==> src/rtl/piso_pkg.sv <==
package piso_pkg;
  typedef enum logic [1:0] {
    ACT_HOLD  = 2'd0,
    ACT_SHIFT = 2'd1,
    ACT_LOAD  = 2'd2,
    ACT_CLEAR = 2'd3
  } chain_act_e;
endpackage

==> src/rtl/piso_ctrl_arb.sv <==
module piso_ctrl_arb
  import piso_pkg::*;
(
  input  logic       shift_en,
  input  logic       load_n,
  input  logic       clr_n,
  output chain_act_e act,
  output logic       conflict
);
  always_comb begin
    conflict = ~load_n & ~clr_n;
    if (!clr_n)        act = ACT_CLEAR;
    else if (!load_n)  act = ACT_LOAD;
    else if (shift_en) act = ACT_SHIFT;
    else               act = ACT_HOLD;
  end
endmodule

==> src/rtl/piso_hold_reg.sv <==
module piso_hold_reg #(
  parameter int W = 8
) (
  input  logic         clk,
  input  logic         rst_n,
  input  logic         cap_en,
  input  logic [W-1:0] d,
  output logic [W-1:0] q
);
  always_ff @(posedge clk or negedge rst_n) begin
    if (!rst_n)      q <= '0;
    else if (cap_en) q <= d;
  end
endmodule

==> src/rtl/piso_shift_chain.sv <==
module piso_shift_chain
  import piso_pkg::*;
#(
  parameter int W = 8
) (
  input  logic         clk,
  input  logic         rst_n,
  input  chain_act_e   act,
  input  logic [W-1:0] load_word,
  input  logic         fill_in,
  output logic [W-1:0] q
);
  logic [W:0] prev;
  assign prev = {q, fill_in};

  for (genvar i = 0; i < W; i++) begin : g_stage
    always_ff @(posedge clk or negedge rst_n) begin
      if (!rst_n) q[i] <= 1'b0;
      else begin
        case (act)
          ACT_CLEAR: q[i] <= 1'b0;
          ACT_LOAD:  q[i] <= load_word[i];
          ACT_SHIFT: q[i] <= prev[i];
          default:   q[i] <= q[i];
        endcase
      end
    end
  end
endmodule

==> src/rtl/piso_dbuf.sv <==
module piso_dbuf
  import piso_pkg::*;
#(
  parameter int W = 8
) (
  input  logic         clk,
  input  logic         rst_n,
  input  logic [W-1:0] par_in,
  input  logic         fill_in,
  input  logic         cap_en,
  input  logic         shift_en,
  input  logic         load_n,
  input  logic         clr_n,
  output logic         ser_out,
  output logic         illegal_ctrl
);
  logic [W-1:0] store_q;
  logic [W-1:0] chain_q;
  logic [W-1:0] load_word;
  chain_act_e   act;

  piso_hold_reg #(.W(W)) u_hold (
    .clk(clk), .rst_n(rst_n), .cap_en(cap_en), .d(par_in), .q(store_q)
  );

  piso_ctrl_arb u_arb (
    .shift_en(shift_en), .load_n(load_n), .clr_n(clr_n),
    .act(act), .conflict(illegal_ctrl)
  );

  // same-edge capture bypasses the holding register into the chain
  assign load_word = cap_en ? par_in : store_q;

  piso_shift_chain #(.W(W)) u_chain (
    .clk(clk), .rst_n(rst_n), .act(act), .load_word(load_word),
    .fill_in(fill_in), .q(chain_q)
  );

  assign ser_out = chain_q[W-1];
endmodule

==> config.mk <==
export PLATFORM = sky130hd
export DESIGN_NAME = piso_dbuf
export DESIGN_NICKNAME = d
export VERILOG_FILES = /design/src/rtl/piso_pkg.sv /design/src/rtl/piso_ctrl_arb.sv /design/src/rtl/piso_hold_reg.sv /design/src/rtl/piso_shift_chain.sv /design/src/rtl/piso_dbuf.sv
export SDC_FILE = /design/constraint.sdc
export NUM_CORES = 1
export LEC_CHECK = 0
export BUFFER_PORTS_ARGS = -buffer_cell sky130_fd_sc_hd__buf_2
export CORE_MARGIN = 2
export CORE_UTILIZATION = 53
export CTS_CLUSTER_DIAMETER = 50
export DETAILED_ROUTE_END_ITERATION = 8
export PLACE_DENSITY = 0.79
export SYNTH_ARGS = -nofsm -noshare
export SYNTH_HDL_FRONTEND = slang
export SYNTH_HIERARCHICAL = 1
export SYNTH_SLANG_ARGS = --single-unit
==> constraint.sdc <==
create_clock -name clk -period 1.25 [get_ports clk]
set_clock_uncertainty 0.15 [all_clocks]
set_input_delay 0.0625 -clock clk [delete_from_list [all_inputs] [get_ports clk]]
set_output_delay 0.0625 -clock clk [all_outputs]
set_load 0.01 [all_outputs]
**Word level (Yosys, flattened, before mapping)**

Index checks and enable logic that the tools add are counted.

- Add/sub/neg operators: 0
- Multiply operators: 0
- Div/mod/pow operators: 0
- Magnitude comparators: 0
- Eq/ne operators: 3
- Shifts and indexed selects: 0
- Multiplexer cells: 12
- Bitwise operators: 3
- Reduce and logical (&&, ||, !) cells: 1

Operators by type and width:

| operator | count |
|---|---|
| case mux 1 bit (3 select lines) | 8 |
| 2-to-1 mux 8 bit | 1 |
| == test 2 bit (second input constant) | 2 |
| 2-to-1 mux 2 bit | 2 |
| nonzero test 3 bit | 1 |
| == test 2 x 1 -> 1 bit (second input constant) | 1 |
| NOT 1 bit | 2 |
| bitwise AND 1 bit | 1 |
| 2-to-1 mux 1 bit | 1 |

- Register bits: 16
- Latch bits: 0
- Memory bits (writable): 0
- Memory bits (read-only): 0
- Bits of input ports: 15
- Output and inout bits: 2
- Word-level logic and storage cells: 28
- Memories: 0

**Longest topological paths before layout**

- Depth in word-level cells: 5
- Gate-level depth with buffers: 6
- Mapped depth without buffers: 5

**Hierarchy**

Netlist, hierarchy kept.

By module, submodules not included:

| module | instances | cells each | area each (um2) | sequential area each (um2) |
|---|---|---|---|---|
| piso_shift_chain | 1 | 41 | 410.4 | 200.2 |
| piso_hold_reg | 1 | 17 | 331.6 | 200.2 |
| piso_dbuf | 1 | 9 | 131.4 | 0.0 |
| piso_ctrl_arb | 1 | 3 | 17.5 | 0.0 |

**Worst setup path before layout**

Ideal clock, no wire load.

- Path kind: input port to flip-flop
- From: input clr_n
- To: register u_chain.q[5]
- Library setup time: 0.122 ns
- Arrival: 0.845 ns
- Required time: 0.978 ns
- Setup slack: 0.133 ns
- Cell stages on the path: 6
- Path buffers: 1
- Cells stage by stage: a21bo_1 inv_1 ha_1 buf_2 a22oi_1 o21ai_1

- Word-level cells in the longest chain between the ends: 3
- Elaborated cells between the ends (all ways): 6
- Classes of those cells: eq/ne (3); mux (2); reduce/logical (1)

Ends and longest elaborated chain:

| item | RTL line | text |
|---|---|---|
| from (decl) | piso_dbuf.sv:13 | `input logic clr_n,` |
| 2-to-1 mux 2 bit (*) | piso_ctrl_arb.sv:12 | `if (!clr_n) act = ACT_CLEAR;` |
| == test 2 x 1 -> 1 bit or == test 2 bit (tied branches) | piso_shift_chain.sv:20 | `case (act)` |
| case mux 1 bit (3 select lines) or nonzero test 3 bit (tied branches) | -- |  |
| to (signal, indexed assignment) | piso_shift_chain.sv:22 | `ACT_LOAD: q[i] <= load_word[i];` |
| to (signal, indexed assignment) | piso_shift_chain.sv:23 | `ACT_SHIFT: q[i] <= prev[i];` |
| to (signal, indexed assignment) | piso_shift_chain.sv:24 | `default: q[i] <= q[i];` |
| to (decl) | piso_shift_chain.sv:11 | `output logic [W-1:0] q` |

Every way passes the cells marked *; elsewhere a longest branch is shown, timed or not.
A chain may end at the register's enable or synchronous reset.

**Final worst setup path**

- From: input par_in[4]
- To: register u_chain.q[4]

- Word-level cells in the longest chain between the ends: 2

Ends and longest elaborated chain:

| item | RTL line | text |
|---|---|---|
| from (decl) | piso_dbuf.sv:8 | `input logic [W-1:0] par_in,` |
| 2-to-1 mux 8 bit | -- |  |
| via load_word[4] | piso_dbuf.sv:19 | `logic [W-1:0] load_word;` |
| case mux 1 bit (3 select lines) | piso_shift_chain.sv:20 |  |

The timed path passes the listed nets, and every way through them passes these cells.

==> impl_metrics.json <==
{
  "run_status": "finished clean",
  "fp.coreArea_mm2": 0.00154,
  "grt_first_pass_wirelength_mm": 2.65,
  "number_of_global_route_vias_before_repair": 596,
  "synthAdderAreaFrac_pct": 4.21,
  "placedCellCount": 100,
  "synth.distinct_cells": 12,
  "overflow": 0,
  "report.final.setup_viol": 0,
  "final_cell_area_mm2": 0.00112,
  "drv_cap": 0,
  "detailedPlacementHpwl_mm": 1.09,
  "synth.largest_area_cell": "sky130_fd_sc_hd__dfrtp_1",
  "post_cts.repair.setup_buffers": 0,
  "synth_area_in_xor_xnor_pct": 0,
  "critPathArrivalTime_ps": 1210,
  "postLayoutCoreUtil_pct": 72.6,
  "wl_per_cell_um": 13.6,
  "ys_ff_latch": 16,
  "fp.dieH_um": 45,
  "syn2layout_area_growth_pct": 25.6,
  "syn_area_um2": 891,
  "relSlewSlack_pct": 76.8,
  "dpl-instance-area_um2": 982,
  "track_usage_pct": 18.8,
  "layout.cells.most_common_list": "sky130_fd_sc_hd__mux2_4, sky130_fd_sc_hd__buf_2, sky130_fd_sc_hd__dfrtp_1",
  "leakagePower_nw": 0.563,
  "count_of_nets_after_finishing": 117,
  "vdd_drop_max_v": 0.000732,
  "worst_setup_hold_path_clk_slew_ps": 90,
  "cell_row_count": 14,
  "yosysWarnings": 6,
  "cts_resized": 0,
  "synth.mux.area_fraction_pct": 27.0,
  "worstSkewPairLatency_ps": 280,
  "yosys.area_share.simple_pct": 5.76,
  "setup-tns-final_ps": 0,
  "floorplan.initialDensity_pct": 57.8,
  "clock_sink_count": 16,
  "startpoint_type": "primary input",
  "worstReg2RegEnd": "u_chain/q[7]$_DFFE_PN0P_",
  "num_vias": 625,
  "critical_path.max_fanout": 2,
  "synth_seq_area_share_pct": 44.9,
  "timing.reg2reg.worst_path_depth": 3,
  "detail_route.wirelength_mm": 1.56,
  "worst_setup_path_endpoint": "u_chain/q[4]$_DFFE_PN0P_",
  "clk_path_buf_depth": 2,
  "cts.root.buffer_cell": "sky130_fd_sc_hd__clkbuf_4",
  "cts_hold_buffers": 10,
  "cts_tree": "built",
  "total_power_mw": 1.16,
  "period_minus_slack_ps": 1190,
  "die_x_um": 45,
  "layout_worst_path_cycle_share_pct": 94.9,
  "critical_path_required_ps": 1270,
  "finalMaxSlewViolations": 0,
  "ys_top_cells_by_area": "sky130_fd_sc_hd__dfrtp_1, sky130_fd_sc_hd__mux2_4, sky130_fd_sc_hd__a22oi_1",
  "drtIter0Drc": 16,
  "setup_repair_after_global_routing_missed_its_margin": "false",
  "synth_compound_area_share_pct": 12.4,
  "synth_largest_type_area_fraction_pct": 44.9,
  "detail_route.drc_violations": 0,
  "fin_cells": 114,
  "placement.io_buffers": 16,
  "post_route_cells_drive_above_1_share_pct": 40.8,
  "postSynthCellCount": 70,
  "worstReg2RegStart": "u_hold/q[7]$_DFFE_PN0P_",
  "setup.reg_to_reg.worst_slack_ps": 80,
  "final_critical_path_setup_slack_ps": 63.2,
  "place_ws_ps": -32.8,
  "min-delay-path-class": "in -> async",
  "h-tree-depth": 1,
  "max_freq_mhz": 843,
  "first_pass_iters": 4,
  "gp_congestion": 0.653,
  "synth_top_family_by_area": "multiplexers",
  "worst_setup_path_startpoint": "par_in[4]",
  "worstSetupPathType": "in -> reg",
  "timing_hold_violations_final": 0,
  "worstMarginPinSlew_ps": 348,
  "vias_per_cell": 5.48,
  "total_power_divided_by_cell_area_mw_per_mm2": 1040,
  "antenna_left": 0,
  "largest_net_degree_at_the_start_of_global_routing": 17,
  "die_area_mm2": 0.00203,
  "io_pins": 17,
  "synth_nets": 88,
  "antenna_cells": 0,
  "worstSetupEndpointType": "register",
  "number_of_antenna_violations_at_the_first_check_in_global_routing": 0,
  "fin_worst_hold_slack_ps": 60.0,
  "syn_area_per_cell_um2": 12.7,
  "cts-buffers-inserted": 3
}
==> synth_stat cells <==
cell and count:
sky130_fd_sc_hd__a21bo_1 1, sky130_fd_sc_hd__a22oi_1 8, sky130_fd_sc_hd__buf_2 2, sky130_fd_sc_hd__buf_6 3, sky130_fd_sc_hd__dfrtp_1 16, sky130_fd_sc_hd__ha_1 3
sky130_fd_sc_hd__inv_1 2, sky130_fd_sc_hd__mux2_4 16, sky130_fd_sc_hd__nand2_1 9, sky130_fd_sc_hd__nand2b_4 1, sky130_fd_sc_hd__nor2_1 1, sky130_fd_sc_hd__o21ai_1 8
==> registers in the layout, summed over array words and instances, names as in the netlist <==
| name | cells |
|---|---|
| u_chain/q | 8 |
| u_hold/q | 8 |
==> critical path: stages <==
cell                            delay (ps)
sky130_fd_sc_hd__dlygate4sd3_1         530
sky130_fd_sc_hd__buf_2                 130
sky130_fd_sc_hd__mux2_4                250
sky130_fd_sc_hd__a22oi_1               150
sky130_fd_sc_hd__o21ai_1                90
==> logic make-up after synthesis <==
| kind of cell | Yosys count |
|---|---|
| flip-flops | 16 |
| buffers and inverters | 7 |
| adder cells (fa/ha/maj) | 3 |
| multiplexers | 16 |
| AO/OA/AOI/OAI | 17 |
| AND/OR/NAND/NOR | 11 |
==> routing by layer <==
metal | track usage [%] | share of wire, %
met1 | 24.3 | 45
met2 | 29.4 | 50
met3 | 3.60 | 3.9
met5 | 0 | 0
met4 | 10.6 | 1.0
==> how the worst min path moves through the flow <==
stage,startpoint,to,slack [ps]
after floorplan,rst_n,u_chain/q[0]$_DFFE_PN0P_,-380
after global placement,rst_n,u_hold/q[6]$_DFFE_PN0P_,-160
after detailed placement,rst_n,u_hold/q[5]$_DFFE_PN0P_,-160
after CTS,rst_n,u_hold/q[4]$_DFFE_PN0P_,50
after global routing,cap_en,u_hold/q[6]$_DFFE_PN0P_,70
final,rst_n,u_hold/q[4]$_DFFE_PN0P_,60
==> where the power goes <==
part           switching [mW]  internal [mW]
registers              0.0228          0.557
clock network           0.162          0.177
logic                  0.0945          0.150
==> cell type report <==
| class | instances | area, um^2 |
|---|---|---|
| tap | 16 | 20.0 |
| clock buffer | 4 | 36.3 |
| inverter | 2 | 7.51 |
| sequential | 16 | 400 |
| multi-input combinational | 47 | 439 |
| timing repair buffer | 29 | 215 |
| fill | 107 | 423 |
No activity file was read; power rests on OpenSTA's default activity.
